==> src/rtl/asf_pkg.sv <==
`timescale 1ns/1ps
package asf_pkg;

  // What the transmit side does with a link slot request this cycle
  typedef enum logic [1:0] {
    SLOT_IDLE     = 2'd0,
    SLOT_PREFILL  = 2'd1,
    SLOT_UNDERRUN = 2'd2,
    SLOT_SERVE    = 2'd3
  } slot_act_e;

  // Pointer width for a ring of d entries (at least one bit)
  function automatic int unsigned ptr_w(input int unsigned d);
    return (d > 1) ? $clog2(d) : 1;
  endfunction

endpackage

==> src/rtl/asf_sample_ring.sv <==
`timescale 1ns/1ps
module asf_sample_ring #(
  parameter int unsigned DEPTH = 3,
  parameter int unsigned W     = 20
) (
  input  logic         clk,
  input  logic         rst_n,
  input  logic         flush,
  input  logic         push,
  input  logic [W-1:0] push_data,
  input  logic         pop,
  output logic [W-1:0] head,
  output logic         empty,
  output logic         full
);
  localparam int unsigned PW = asf_pkg::ptr_w(DEPTH);
  localparam int unsigned CW = $clog2(DEPTH + 1);

  logic [W-1:0]  slot_q [DEPTH];
  logic [PW-1:0] wr_q, rd_q;
  logic [CW-1:0] cnt_q;
  logic          do_push, do_pop;

  assign empty   = (cnt_q == '0);
  assign full    = (cnt_q == CW'(DEPTH));
  assign do_push = push && !full;
  assign do_pop  = pop && !empty;
  assign head    = slot_q[rd_q];

  function automatic logic [PW-1:0] step(input logic [PW-1:0] p);
    return (p == PW'(DEPTH - 1)) ? '0 : p + 1'b1;
  endfunction

  for (genvar i = 0; i < DEPTH; i++) begin : g_entry
    always_ff @(posedge clk) begin
      if (!rst_n) begin
        slot_q[i] <= '0;
      end else if (!flush && do_push && wr_q == PW'(i)) begin
        slot_q[i] <= push_data;
      end
    end
  end

  always_ff @(posedge clk) begin
    if (!rst_n || flush) begin
      wr_q  <= '0;
      rd_q  <= '0;
      cnt_q <= '0;
    end else begin
      if (do_push) wr_q <= step(wr_q);
      if (do_pop)  rd_q <= step(rd_q);
      case ({do_push, do_pop})
        2'b10:   cnt_q <= cnt_q + 1'b1;
        2'b01:   cnt_q <= cnt_q - 1'b1;
        default: cnt_q <= cnt_q;
      endcase
    end
  end

endmodule

==> src/rtl/asf_tx_path.sv <==
`timescale 1ns/1ps
module asf_tx_path
  import asf_pkg::*;
#(
  parameter int unsigned W = 20
) (
  input  logic         clk,
  input  logic         rst_n,
  input  logic         en,
  input  logic         halt_en,
  input  logic         in_valid,
  input  logic [W-1:0] in_data,
  input  logic         slot_req,
  input  logic [W-1:0] head,
  input  logic         empty,
  input  logic         full,
  output logic         ring_push,
  output logic [W-1:0] ring_wdata,
  output logic         ring_pop,
  output logic         ring_flush,
  output logic         in_ready,
  output logic         dma_req,
  output logic         slot_valid,
  output logic [W-1:0] slot_data,
  output logic         underrun
);
  logic         primed_q;
  logic         und_q;
  logic         sv_q;
  logic [W-1:0] sd_q;
  slot_act_e    act;

  // Release is allowed once the ring has been full, including the cycle it first is
  always_comb begin
    act = SLOT_IDLE;
    if (en && slot_req) begin
      if (!(primed_q || full)) act = SLOT_PREFILL;
      else if (empty)          act = SLOT_UNDERRUN;
      else                     act = SLOT_SERVE;
    end
  end

  assign in_ready   = en && !full;
  assign ring_push  = in_valid && in_ready;
  assign ring_wdata = in_data;
  assign ring_pop   = (act == SLOT_SERVE);
  assign ring_flush = !en;
  assign dma_req    = in_ready && !(halt_en && und_q);

  always_ff @(posedge clk) begin
    if (!rst_n || !en) begin
      primed_q <= 1'b0;
      und_q    <= 1'b0;
      sv_q     <= 1'b0;
      sd_q     <= '0;
    end else begin
      if (full) primed_q <= 1'b1;
      if (act == SLOT_UNDERRUN) und_q <= 1'b1;
      if (slot_req) begin
        if (act == SLOT_SERVE) begin
          sv_q <= 1'b1;
          sd_q <= head;
        end else begin
          sv_q <= 1'b0;
          sd_q <= '0;
        end
      end
    end
  end

  assign slot_valid = sv_q;
  assign slot_data  = sd_q;
  assign underrun   = und_q;

endmodule

==> src/rtl/asf_rx_path.sv <==
`timescale 1ns/1ps
module asf_rx_path #(
  parameter int unsigned W = 20
) (
  input  logic         clk,
  input  logic         rst_n,
  input  logic         en,
  input  logic         halt_en,
  input  logic         strobe,
  input  logic [W-1:0] strobe_data,
  input  logic         out_ready,
  input  logic [W-1:0] head,
  input  logic         empty,
  input  logic         full,
  output logic         ring_push,
  output logic [W-1:0] ring_wdata,
  output logic         ring_pop,
  output logic         ring_flush,
  output logic         out_valid,
  output logic [W-1:0] out_data,
  output logic         dma_req,
  output logic         overrun
);
  logic ovr_q;
  logic take;

  // A strobe on a full ring is lost even if a beat drains this cycle
  assign take       = en && strobe;
  assign ring_push  = take && !full;
  assign ring_wdata = strobe_data;
  assign ring_flush = !en;
  assign out_valid  = en && !empty;
  assign out_data   = head;
  assign ring_pop   = out_valid && out_ready;
  assign dma_req    = out_valid && !(halt_en && ovr_q);

  always_ff @(posedge clk) begin
    if (!rst_n || !en) begin
      ovr_q <= 1'b0;
    end else if (take && full) begin
      ovr_q <= 1'b1;
    end
  end

  assign overrun = ovr_q;

endmodule

==> src/rtl/audio_sample_fifo.sv <==
`timescale 1ns/1ps
module audio_sample_fifo #(
  parameter int unsigned W        = 20,
  parameter int unsigned TX_DEPTH = 3,
  parameter int unsigned RX_DEPTH = 2
) (
  input  logic         clk,
  input  logic         rst_n,
  input  logic         tx_en,
  input  logic         tx_halt_en,
  input  logic         tx_in_valid,
  output logic         tx_in_ready,
  input  logic [W-1:0] tx_in_data,
  output logic         tx_dma_req,
  input  logic         tx_slot_req,
  output logic         tx_slot_valid,
  output logic [W-1:0] tx_slot_data,
  output logic         tx_underrun,
  input  logic         rx_en,
  input  logic         rx_halt_en,
  input  logic         rx_strobe,
  input  logic [W-1:0] rx_strobe_data,
  output logic         rx_out_valid,
  input  logic         rx_out_ready,
  output logic [W-1:0] rx_out_data,
  output logic         rx_dma_req,
  output logic         rx_overrun
);
  logic         txr_push, txr_pop, txr_flush, txr_empty, txr_full;
  logic [W-1:0] txr_wdata, txr_head;
  logic         rxr_push, rxr_pop, rxr_flush, rxr_empty, rxr_full;
  logic [W-1:0] rxr_wdata, rxr_head;

  asf_sample_ring #(.DEPTH(TX_DEPTH), .W(W)) u_tx_ring (
    .clk(clk), .rst_n(rst_n), .flush(txr_flush),
    .push(txr_push), .push_data(txr_wdata), .pop(txr_pop),
    .head(txr_head), .empty(txr_empty), .full(txr_full)
  );

  asf_tx_path #(.W(W)) u_tx (
    .clk(clk), .rst_n(rst_n), .en(tx_en), .halt_en(tx_halt_en),
    .in_valid(tx_in_valid), .in_data(tx_in_data), .slot_req(tx_slot_req),
    .head(txr_head), .empty(txr_empty), .full(txr_full),
    .ring_push(txr_push), .ring_wdata(txr_wdata), .ring_pop(txr_pop),
    .ring_flush(txr_flush), .in_ready(tx_in_ready), .dma_req(tx_dma_req),
    .slot_valid(tx_slot_valid), .slot_data(tx_slot_data), .underrun(tx_underrun)
  );

  asf_sample_ring #(.DEPTH(RX_DEPTH), .W(W)) u_rx_ring (
    .clk(clk), .rst_n(rst_n), .flush(rxr_flush),
    .push(rxr_push), .push_data(rxr_wdata), .pop(rxr_pop),
    .head(rxr_head), .empty(rxr_empty), .full(rxr_full)
  );

  asf_rx_path #(.W(W)) u_rx (
    .clk(clk), .rst_n(rst_n), .en(rx_en), .halt_en(rx_halt_en),
    .strobe(rx_strobe), .strobe_data(rx_strobe_data), .out_ready(rx_out_ready),
    .head(rxr_head), .empty(rxr_empty), .full(rxr_full),
    .ring_push(rxr_push), .ring_wdata(rxr_wdata), .ring_pop(rxr_pop),
    .ring_flush(rxr_flush), .out_valid(rx_out_valid), .out_data(rx_out_data),
    .dma_req(rx_dma_req), .overrun(rx_overrun)
  );

endmodule

==> config.mk <==
export PLATFORM = sky130hd
export DESIGN_NAME = audio_sample_fifo
export DESIGN_NICKNAME = d
export VERILOG_FILES = /design/src/rtl/asf_pkg.sv /design/src/rtl/asf_sample_ring.sv /design/src/rtl/asf_tx_path.sv /design/src/rtl/asf_rx_path.sv /design/src/rtl/audio_sample_fifo.sv
export SDC_FILE = /design/constraint.sdc
export NUM_CORES = 1
export LEC_CHECK = 0
export BUFFER_PORTS_ARGS = -buffer_cell sky130_fd_sc_hd__buf_2
export CORE_ASPECT_RATIO = 1.25
export CORE_MARGIN = 4
export CORE_UTILIZATION = 55
export CTS_BUF_LIST = sky130_fd_sc_hd__clkbuf_16
export CTS_CLUSTER_SIZE = 14
export DETAILED_ROUTE_END_ITERATION = 8
export GPL_TIMING_DRIVEN = 0
export PLACE_DENSITY = 0.78
export SYNTH_ARGS = -nofsm -noshare
export SYNTH_HDL_FRONTEND = slang
export SYNTH_SLANG_ARGS = --single-unit
export TNS_END_PERCENT = 50
==> constraint.sdc <==
create_clock -name clk -period 6.3 [get_ports clk]
set_clock_uncertainty 0.1 [all_clocks]
set_input_delay 0.315 -clock clk [delete_from_list [all_inputs] [get_ports clk]]
set_output_delay 0.315 -clock clk [all_outputs]
set_load 0.05 [all_outputs]
# [Word level (Yosys, flattened, before mapping)]
# Memory sizes are Yosys's and may differ from the RTL's. A register that Yosys moved wholly into a read port is not among the register bits.
# Index checks and enable logic that the tools add are counted.
[word_totals] reg_bits=34 out_inout_bits=47 input_bits=50 wordCells=114 mem_count=2 mem_bits_rw=100
[mem_list] name="u_tx_ring.slot_q" depth=3 word_bits=20 rd=1 rd_clocked_by_memory_dff=1 write_ports=3 line="asf_sample_ring.sv:19" source="logic [W-1:0] slot_q [DEPTH];"
[mem_list] name="u_rx_ring.slot_q" depth=2 word_bits=20 rd=1 rd_clocked_by_memory_dff=1 write_ports=2 line="asf_sample_ring.sv:19"
[classes] addsub=8 bitwise_logic=6 eq_ne=11 mux=36 reduce_logical=40
[ops] operator="$mux W20" n=6
[ops] operator="$logic_and A1 B1 Y1" n=23
[ops] operator="$mux W1" n=22
[ops] operator="$eq A2 B2 Y1 const B" n=8
[ops] operator="$mux W2" n=6
[ops] operator="$logic_not A1 Y1" n=9
[ops] operator="$add A2 B1 Y2 const B" n=4
[ops] operator="$pmux W2 S2" n=2
[ops] operator="$eq A2 B1 Y1 const B" n=3
[ops] operator="$logic_not A2 Y1" n=3
[ops] operator="$or A1 B1 Y1" n=5
[ops] operator="$reduce_bool A2 Y1" n=2
[ops] operator="$sub A2 B1 Y2 const B" n=2
[ops] operator="$logic_or A1 B1 Y1" n=3
[ops] operator="$add A1 B1 Y1 const B" n=2
[ops] operator="$not A1 Y1" n=1

# [Logic depth before layout (Yosys ltp)]
# Gate-level depths: netlist (run 1).
[logic_depth] word_depth=11 ltp_mapped=7 depth_no_buf=7

# [Modules after synthesis]
# A second synthesis (run 1) with hierarchy kept.
[unflattened] cells_unflattened=505 hier_area_um2=6318.6
[modules_own_cells] module="asf_sample_ring (u_tx_ring)" cells_each=235 seq_area_each_um2=1961.9 area_per_inst_um2=3019.1 n_inst=1
[modules_own_cells] module="asf_sample_ring (u_rx_ring)" cells_each=136 seq_area_each_um2=1301.2 area_per_inst_um2=1994.4 n_inst=1
[modules_own_cells] module="asf_tx_path" cells_each=84 seq_area_each_um2=460.4 area_per_inst_um2=935.9 n_inst=1
[modules_own_cells] module="asf_rx_path" cells_each=50 seq_area_each_um2=20.0 area_per_inst_um2=369.1 n_inst=1

# [Worst setup path before layout (run 1)]
# OpenSTA, ideal clock, no wires.
[synth_timing] path_kind="flip-flop to flip-flop" start="reg u_rx_ring.cnt_q[0]" end="mem u_rx_ring.slot_q[1][0], enable pin" required_time_ns=5.775 path_buffers=0 stages_incl_launch_ff=4 setup_slack_ns=3.656 arrival_ns=2.119 cell_sequence="dfxtp_1 -> nand2b_1 -> nand3_1 -> o21ai_0"
[synth_lines] item="start, declared" line="asf_sample_ring.sv:21" source="logic [CW-1:0] cnt_q;"
[synth_lines] item="start signal, assigned" line="asf_sample_ring.sv:53" source="2'b10: cnt_q <= cnt_q + 1'b1;"
[synth_lines] item="start signal, assigned" line="asf_sample_ring.sv:54" source="2'b01: cnt_q <= cnt_q - 1'b1;"
[synth_lines] item="start signal, assigned" line="asf_sample_ring.sv:55" source="default: cnt_q <= cnt_q;"
[synth_lines] item="end, declared" line="asf_sample_ring.sv:19"

==> impl_summary.log, run 1 <==
[metrics] run status: completed
[metrics] horizontal extent of the die: a little under 100 um
[metrics] quantity of I/O buffers inserted on ports: 95
[metrics] core region area: 10100 um^2
[metrics] number of synthesized flops with an enable pin: 100
[metrics] top cells by instance count after synthesis: 100 x sky130_fd_sc_hd__edfxtp_1, 57 x sky130_fd_sc_hd__nor2_1, 50 x sky130_fd_sc_hd__nand2_1
[metrics] CTS HTree Levels: 4
[metrics] fraction of the core area covered by cells at the end of the flow: 0.686
[metrics] sequential area share after synthesis: 0.659
[metrics] critical path startpoint: u_tx_ring.cnt_q[0]
[metrics] Hold Path Origin: rx_strobe_data[15]
[metrics] hold path endpoint: u_rx_ring.slot_q[1][15]
[metrics] Max Fanout on Critical Path: 20
[metrics] final hold slack: about 0.09 ns
[metrics] final cycle utilization of the critical path: 0.405
[metrics] num rows: 41
[metrics] Final Slew Violations: 0
[metrics] final-layout setup total negative slack: 0 ns
[metrics] peak-usage layer in the global routing report: met2
[metrics] flops & latches, synth: about 140
[metrics] unrepaired setup endpoints after global routing: no
[metrics] critical-path cell list: nand2_1 -> nand4b_1 -> clkbuf_1 -> nand2_1
[metrics] Worst EP arrival: approximately 2.4 ns
[metrics] standby leakage power: about 2.7 nW
[metrics] worst endpoint required time: slightly above 6 ns
[metrics] Worst R2R Setup Slack: between 3 and 4 ns
[metrics] Worst path most repeated cell: sky130_fd_sc_hd__nand2_1
[metrics] number of hold buffers added after CTS: 0
[metrics] area of the mapped netlist: 5680 um^2
[metrics] number of top-level pins: slightly below 100
[metrics] total detailed-routing wirelength: between 10000 and 15000 um
[metrics] power density over the cells: ~310 nW/um^2
[metrics] R2R Path End: u_tx_ring.slot_q[1][9]
[metrics] WL/cell: approximately 16 um
[metrics] max-capacitance violation count: 0
[metrics] transition time at the pin with the least slew margin: approximately 0.96 ns
[metrics] via density per instance: 5.37
[metrics] post_cts resized: 0
[metrics] clock tree from TritonCTS: done
[metrics] number of buffers added for setup after CTS: 0
[metrics] Clock transition at path regs: 0.06 ns
[metrics] total global routing overflow: 0
[metrics] largest cells by area after synthesis: sky130_fd_sc_hd__edfxtp_1 53%, sky130_fd_sc_hd__dfxtp_1 13%, sky130_fd_sc_hd__and2_1 4.7%
[metrics] cell type with the largest total area after synthesis: sky130_fd_sc_hd__edfxtp_1
[metrics] filler cell count in the final layout: 710
[metrics] number of global-route vias before repair: roughly 4000
[metrics] met1 Usage GRT: 0.212
[metrics] total power of the final layout: 0.00214 W
[metrics] type of the worst min-delay path: in2reg
[metrics] detailed-router iteration count before antenna repair: 4
[metrics] Unique masters post-synth: 39
[metrics] most instantiated library cell after synthesis: sky130_fd_sc_hd__edfxtp_1
[metrics] FMAX: just under 400 MHz
[metrics] startpoint type of the worst setup path: flip-flop
[metrics] half-perimeter wire length after placement: about 8000 um
[metrics] Worst Reg2Reg Path Length in Cells: 4
[metrics] area share of the leading cell type in the synthesized netlist: 0.529
[metrics] final-stage net count: between 600 and 700
[metrics] Critical Path End Type: flip-flop
[metrics] deepest clock path buffer count: 2
[metrics] floorplan die height: 122 um
[metrics] number of cells traversed by the worst hold path: 2
[metrics] Global Route Usage Sum: 0.203
[metrics] average cell area after synthesis: around 13 um^2
[metrics] final setup violating endpoints: 0
[metrics] routability-driven placement congestion ratio: slightly below 0.8
[metrics] global-route wire length before repair: 18600 um
[metrics] Clock Tree Root: sky130_fd_sc_hd__clkbuf_16
[metrics] effective utilization at floorplan: 0.562
[metrics] relative slew slack: 0.358
[metrics] post-synthesis instance total: between 400 and 500
[metrics] crit-path max cell delay: around 0.71 ns
[metrics] total die area: between 10000 and 15000 um^2
[metrics] count of nets left with antenna violations after detail routing: 0
[metrics] Setup Crit Path Kind: reg2reg
[metrics] number of antenna violations at the first check in global routing: 0
[metrics] most used flip-flop cell after synthesis: sky130_fd_sc_hd__edfxtp_1
[metrics] Crit path buffers/inverters: 1
[metrics] CTS Sinks: 137
[metrics] largest net degree at the start of global routing: 21
[metrics] Synth-to-Final Area Change: 22.2%
[metrics] total number of vias: between 3000 and 4000
[metrics] Iteration-0 DRC Markers: 179
[metrics] share of cells above drive strength 1: 0.303
[metrics] Tmin final: approximately 2.5 ns
[metrics] insertion delay of the later-clocked pin in the worst-skew pair: around 0.41 ns
[metrics] source of the worst register-to-register timing path: u_tx_ring.cnt_q[0]
[metrics] global routing met2 resource utilization: 0.358
[metrics] total DRC errors in the routed layout: 0
[metrics] total clock buffers created by CTS: 17
[metrics] Crit path max-delay family: simple AND/OR/NAND/NOR gates
[metrics] M3 GR Usage: 0.0750
[metrics] number of warning messages in the yosys log: 0
[metrics] slowest cell on the critical path: sky130_fd_sc_hd__nand2_1
[metrics] asr flop ratio synth: 0
[metrics] Final Hold Vio Count: 0
[metrics] diode count: 0
[metrics] maximum vdd drop: approximately 200 uV
[metrics] Post-Syn Nets: ~510
## metal layers
metal / routed length [um] / vias to the layer above
met5: 0 / -
met4: 223 / 0
met3: 872 / 23
met2: 6070 / 129
met1: 4420 / 1818
li1: - / 1845
## how the worst max path moves through the flow
stage	slack, ns	to	cells after the start
after detailed placement	3.77	u_tx_ring.slot_q[1][8]	4
after global routing	3.50	u_tx_ring.slot_q[1][7]	4
after CTS	3.73	u_tx_ring.slot_q[1][9]	4
after floorplan	3.66	u_rx_ring.slot_q[1][0]	3
final	3.75	u_tx_ring.slot_q[1][9]	4
after global placement	2.88	u_rx_ring.slot_q[1][11]	3
## cell usage in the layout, fill, tap and decap left out, types with 3 or more instances in the layout
master	netlist	layout
sky130_fd_sc_hd__clkbuf_16	0	17
sky130_fd_sc_hd__o21ai_0	24	23
sky130_fd_sc_hd__and2_1	43	43
sky130_fd_sc_hd__mux2_2	21	21
sky130_fd_sc_hd__nand2b_1	3	3
sky130_fd_sc_hd__clkinv_4	0	4
sky130_fd_sc_hd__xor2_1	3	3
sky130_fd_sc_hd__bufinv_16	0	3
sky130_fd_sc_hd__nor2_2	10	10
sky130_fd_sc_hd__clkinvlp_4	0	4
sky130_fd_sc_hd__or3_1	3	3
sky130_fd_sc_hd__edfxtp_1	100	100
sky130_fd_sc_hd__buf_2	3	98
sky130_fd_sc_hd__buf_6	3	3
sky130_fd_sc_hd__clkbuf_2	4	4
sky130_fd_sc_hd__a21oi_1	7	7
sky130_fd_sc_hd__nand2_1	50	50
sky130_fd_sc_hd__nor2_1	57	57
sky130_fd_sc_hd__inv_1	4	4
sky130_fd_sc_hd__a22o_1	19	19
sky130_fd_sc_hd__clkbuf_1	12	12
sky130_fd_sc_hd__mux2i_1	21	21
sky130_fd_sc_hd__dfxtp_1	37	37
## worst reg2reg max path, stage by stage, from the launching register on
cell and delay [ns]:
sky130_fd_sc_hd__dfxtp_1 0.44, sky130_fd_sc_hd__nand2_1 0.16, sky130_fd_sc_hd__nand4b_1 0.20, sky130_fd_sc_hd__clkbuf_1 0.45
sky130_fd_sc_hd__nand2_1 0.71
## cell families after synthesis
kind of cell	count (synthesis)	synth area share
DFF	137	0.659
xor gates and xnor gates	5	0.00771
adders and majority gates	3	0.00639
buffers and inverters	28	0.0253
muxes	42	0.0787
and+or+nand+nor	179	0.154
AOI/OAI and AO/OA	59	0.0688
## power by group
| part | leakage, nW | total [W] | switching [W] | internal (W) |
|---|---|---|---|---|
| Clock | 0.283 | 0.000996 | 0.000374 | 0.000622 |
| Sequential | 1.34 | 0.00101 | 0.00000951 | 0.00100 |
| Combinational | 1.12 | 0.000135 | 0.0000939 | 0.0000414 |
| Total | 2.75 | 0.00214 | 0.000478 | 0.00166 |
## metrics by stage
step | cells | setup slack (ns) | area, um^2
CTS | 710 | 3.73 | 6940
global route | 710 | 3.50 | 6940
finish | 710 | 3.75 | 6940
floorplan | 453 | 3.66 | 5680
global placement | 677 | 2.88 | 6310
detailed placement | 678 | 3.77 | 6330
## state kept, by name, summed over array words and instances (netlist names), named ones only
name and flops:
u_rx.overrun 1, u_rx_ring.cnt_q 2, u_rx_ring.rd_q 1, u_rx_ring.slot_q 40, u_rx_ring.wr_q 1, u_tx.primed_q 1
u_tx.slot_data 20, u_tx.slot_valid 1, u_tx.underrun 1, u_tx_ring.cnt_q 2, u_tx_ring.rd_q 2, u_tx_ring.slot_q 60
u_tx_ring.wr_q 2
## layout make-up
type,count,area (um^2),share of cell area
plain buffers,24,129,0.0186
clock buffers,17,425,0.0613
clock inverters,15,178,0.0256
inverters,4,15.0,0.00216
multi-input cells,288,1790,0.259
flip-flops and latches,137,3740,0.540
well taps,129,161,0.0233
repair buffers,96,490,0.0707
Note: power is estimated with default switching activity, not from simulation.
==> inputs of run 2 (changes only) <==
CORE_UTILIZATION = 50   (was 55)
PLACE_DENSITY = 0.75   (was 0.78)
clock period = 2.1 ns   (was 6.3 ns; I/O delays follow)
==> impl_summary.log, run 2 (synthesized netlist as in run 1, its figures left out) <==
[metrics] run status: completed
[metrics] Seq. cell area: 3740 um^2
[metrics] power density over the cells: approximately 870 nW/um^2
[metrics] R2R Path End: u_tx_ring.cnt_q[1]
[metrics] placed cell areas: between 6000 and 7000 um^2
[metrics] horizontal extent of the die: 103 um
[metrics] number of antenna violations at the first check in global routing: 0
[metrics] Worst EP arrival: 2.21 ns
[metrics] final-layout setup total negative slack: 0 ns
[metrics] startpoint type of the worst setup path: flip-flop
[metrics] relative slew slack: 0.437
[metrics] largest net degree at the start of global routing: 21
[metrics] critical path startpoint: u_tx_ring.cnt_q[0]
[metrics] max-capacitance violation count: 0
[metrics] core region area: 11100 um^2
[metrics] count of nets left with antenna violations after detail routing: 0
[metrics] DRT met1 WL: 4520 um
[metrics] clock tree from TritonCTS: done
[metrics] worst setup slack after layout: about 0.13 ns
[metrics] leading cell types in the layout, fill and taps excluded: 100 x sky130_fd_sc_hd__edfxtp_1, 98 x sky130_fd_sc_hd__buf_2, 57 x sky130_fd_sc_hd__nor2_1, 47 x sky130_fd_sc_hd__nand2_1, 44 x sky130_fd_sc_hd__dlygate4sd3_1
[metrics] detailed-router iteration count before antenna repair: 5
[metrics] Max Fanout on Critical Path: 6
[metrics] Placed Cells: between 600 and 700
[metrics] FMAX: just over 500 MHz
[metrics] Worst Reg2Reg Path Length in Cells: 6
[metrics] source of the worst register-to-register timing path: u_tx_ring.cnt_q[0]
[metrics] Final Hold Vio Count: 0
[metrics] effective utilization at floorplan: 0.512
[metrics] quantity of I/O buffers inserted on ports: 95
[metrics] CTS HTree Levels: 4
[metrics] Setup Crit Path Kind: reg2reg
[metrics] Largest Register: u_tx_ring.slot_q
[metrics] Tmin final: approximately 2 ns
[metrics] number of buffers added for setup after CTS: 0
[metrics] num rows: 43
[metrics] final setup violating endpoints: 0
[metrics] worst endpoint required time: between 2 and 2.5 ns
[metrics] final standard cell area without fillers: ~7400 um^2
[metrics] floorplan die height: approximately 130 um
[metrics] CTS Sinks: 137
[metrics] leading cell type in the layout, fill and taps excluded: sky130_fd_sc_hd__edfxtp_1
[metrics] top layer in use: met4
[metrics] routability-driven placement congestion ratio: around 0.72
[metrics] type of the worst min-delay path: in2reg
[metrics] share of cells above drive strength 1: 0.292
[metrics] deepest clock path buffer count: 2
[metrics] Setup WS pre-CTS: -0.472 ns
[metrics] unrepaired setup endpoints after global routing: no
[metrics] total number of vias: around 4000
[metrics] non-filler cells, final: 759
[metrics] final-stage net count: between 600 and 700
[metrics] insertion delay of the later-clocked pin in the worst-skew pair: between 0.4 and 0.5 ns
[metrics] total die area: about 13000 um^2
[metrics] standby leakage power: between 2 and 3 nW
[metrics] half-perimeter wire length after placement: between 7000 and 8000 um
[metrics] Hold Path Origin: tx_in_valid
[metrics] fraction of the core area covered by cells at the end of the flow: 0.667
[metrics] filler cell count in the final layout: slightly below 800
[metrics] transition time at the pin with the least slew margin: 0.843 ns
[metrics] Global Route Usage Sum: 0.200
[metrics] diode count: 0
[metrics] number of global-route vias before repair: 4149
[metrics] total area of multi-input combinational cells: 1820 um^2
[metrics] Clock transition at path regs: ~0.060 ns
[metrics] number of top-level pins: 97
[metrics] Largest register FFs: 60
[metrics] number of cells traversed by the worst hold path: 4
[metrics] maximum vdd drop: roughly 570 uV
[metrics] via density per instance: ~5.2
[metrics] routed wl met2: just under 7000 um
[metrics] Critical Path End Type: flip-flop
[metrics] final cycle utilization of the critical path: 0.937
[metrics] total DRC errors in the routed layout: 0
[metrics] Iteration-0 DRC Markers: 158
[metrics] Final Slew Violations: 0
[metrics] total clock buffers created by CTS: 17
[metrics] length of routed met3 wiring: between 800 and 900 um
[metrics] Clock Tree Root: sky130_fd_sc_hd__clkbuf_16
[metrics] WL/cell: 16.1 um
[metrics] Worst R2R Setup Slack: about 0.13 ns
[metrics] total detailed-routing wirelength: around 12000 um
[metrics] total global routing overflow: 0
[metrics] global-route wire length before repair: 19700 um
[metrics] endpoint of the worst setup timing path: u_tx_ring.cnt_q[1]
[metrics] Synth-to-Final Area Change: 30.2%
run 2: worst min path at each step:
stage                              end  slack, ns
6_report             u_tx_ring.wr_q[1]       0.03
5_1_grt              u_tx_ring.wr_q[1]       0.04
4_1_cts              u_tx_ring.wr_q[0]       0.02
3_5_place_dp   u_rx_ring.slot_q[0][14]       0.29
3_3_place_gp   u_rx_ring.slot_q[0][16]       0.29
2_1_floorplan       u_tx.slot_data[19]       0.13
run 2: layout make-up:
class / count / share of cell area
clock inverter: 15 / 0.0222
timing repair buffer: 139 / 0.124
inverter: 4 / 0.00203
sequential: 137 / 0.507
multi-input combinational: 288 / 0.247
tap: 135 / 0.0229
clock buffer: 17 / 0.0576
buffer: 24 / 0.0181
run 2: metrics by stage:
stage | power [W] | hold WS (ns)
2_1_floorplan | 0.00335 | 0.126
3_3_place_gp | 0.00348 | 0.289
3_5_place_dp | 0.00349 | 0.295
4_1_cts | 0.00647 | 0.0194
5_1_grt | 0.00666 | 0.0443
6_report | 0.00647 | 0.0348
run 2: worst max-delay path: stages (launching register included):
cell	delay, ns
sky130_fd_sc_hd__dfxtp_1	0.37
sky130_fd_sc_hd__maj3_2	0.32
sky130_fd_sc_hd__nand3_1	0.21
sky130_fd_sc_hd__inv_1	0.08
sky130_fd_sc_hd__ha_1	0.32
sky130_fd_sc_hd__or3_1	0.35
sky130_fd_sc_hd__a21oi_1	0.15
run 2: repair_timing:
action / 4_1_cts / 5_1_grt
gates resized for setup: 3 / 12
hold buffers: 44 / 0
hold endpoints to repair: 106 / 0
setup endpoints to repair: 80 / 100
run 2: layer usage:
layer	global-route usage	vias to the layer above
li1	-	1927
met1	0.212	1897
met2	0.369	136
met3	0.0623	10
met4	0.0610	0
met5	0	-
run 2: report_power, final:
| part | switching, W | internal, W | total, W |
|---|---|---|---|
| Sequential | 0.0000276 | 0.00300 | 0.00303 |
| Combinational | 0.000298 | 0.000177 | 0.000475 |
| Clock | 0.00119 | 0.00177 | 0.00296 |
| Total | 0.00152 | 0.00495 | 0.00647 |
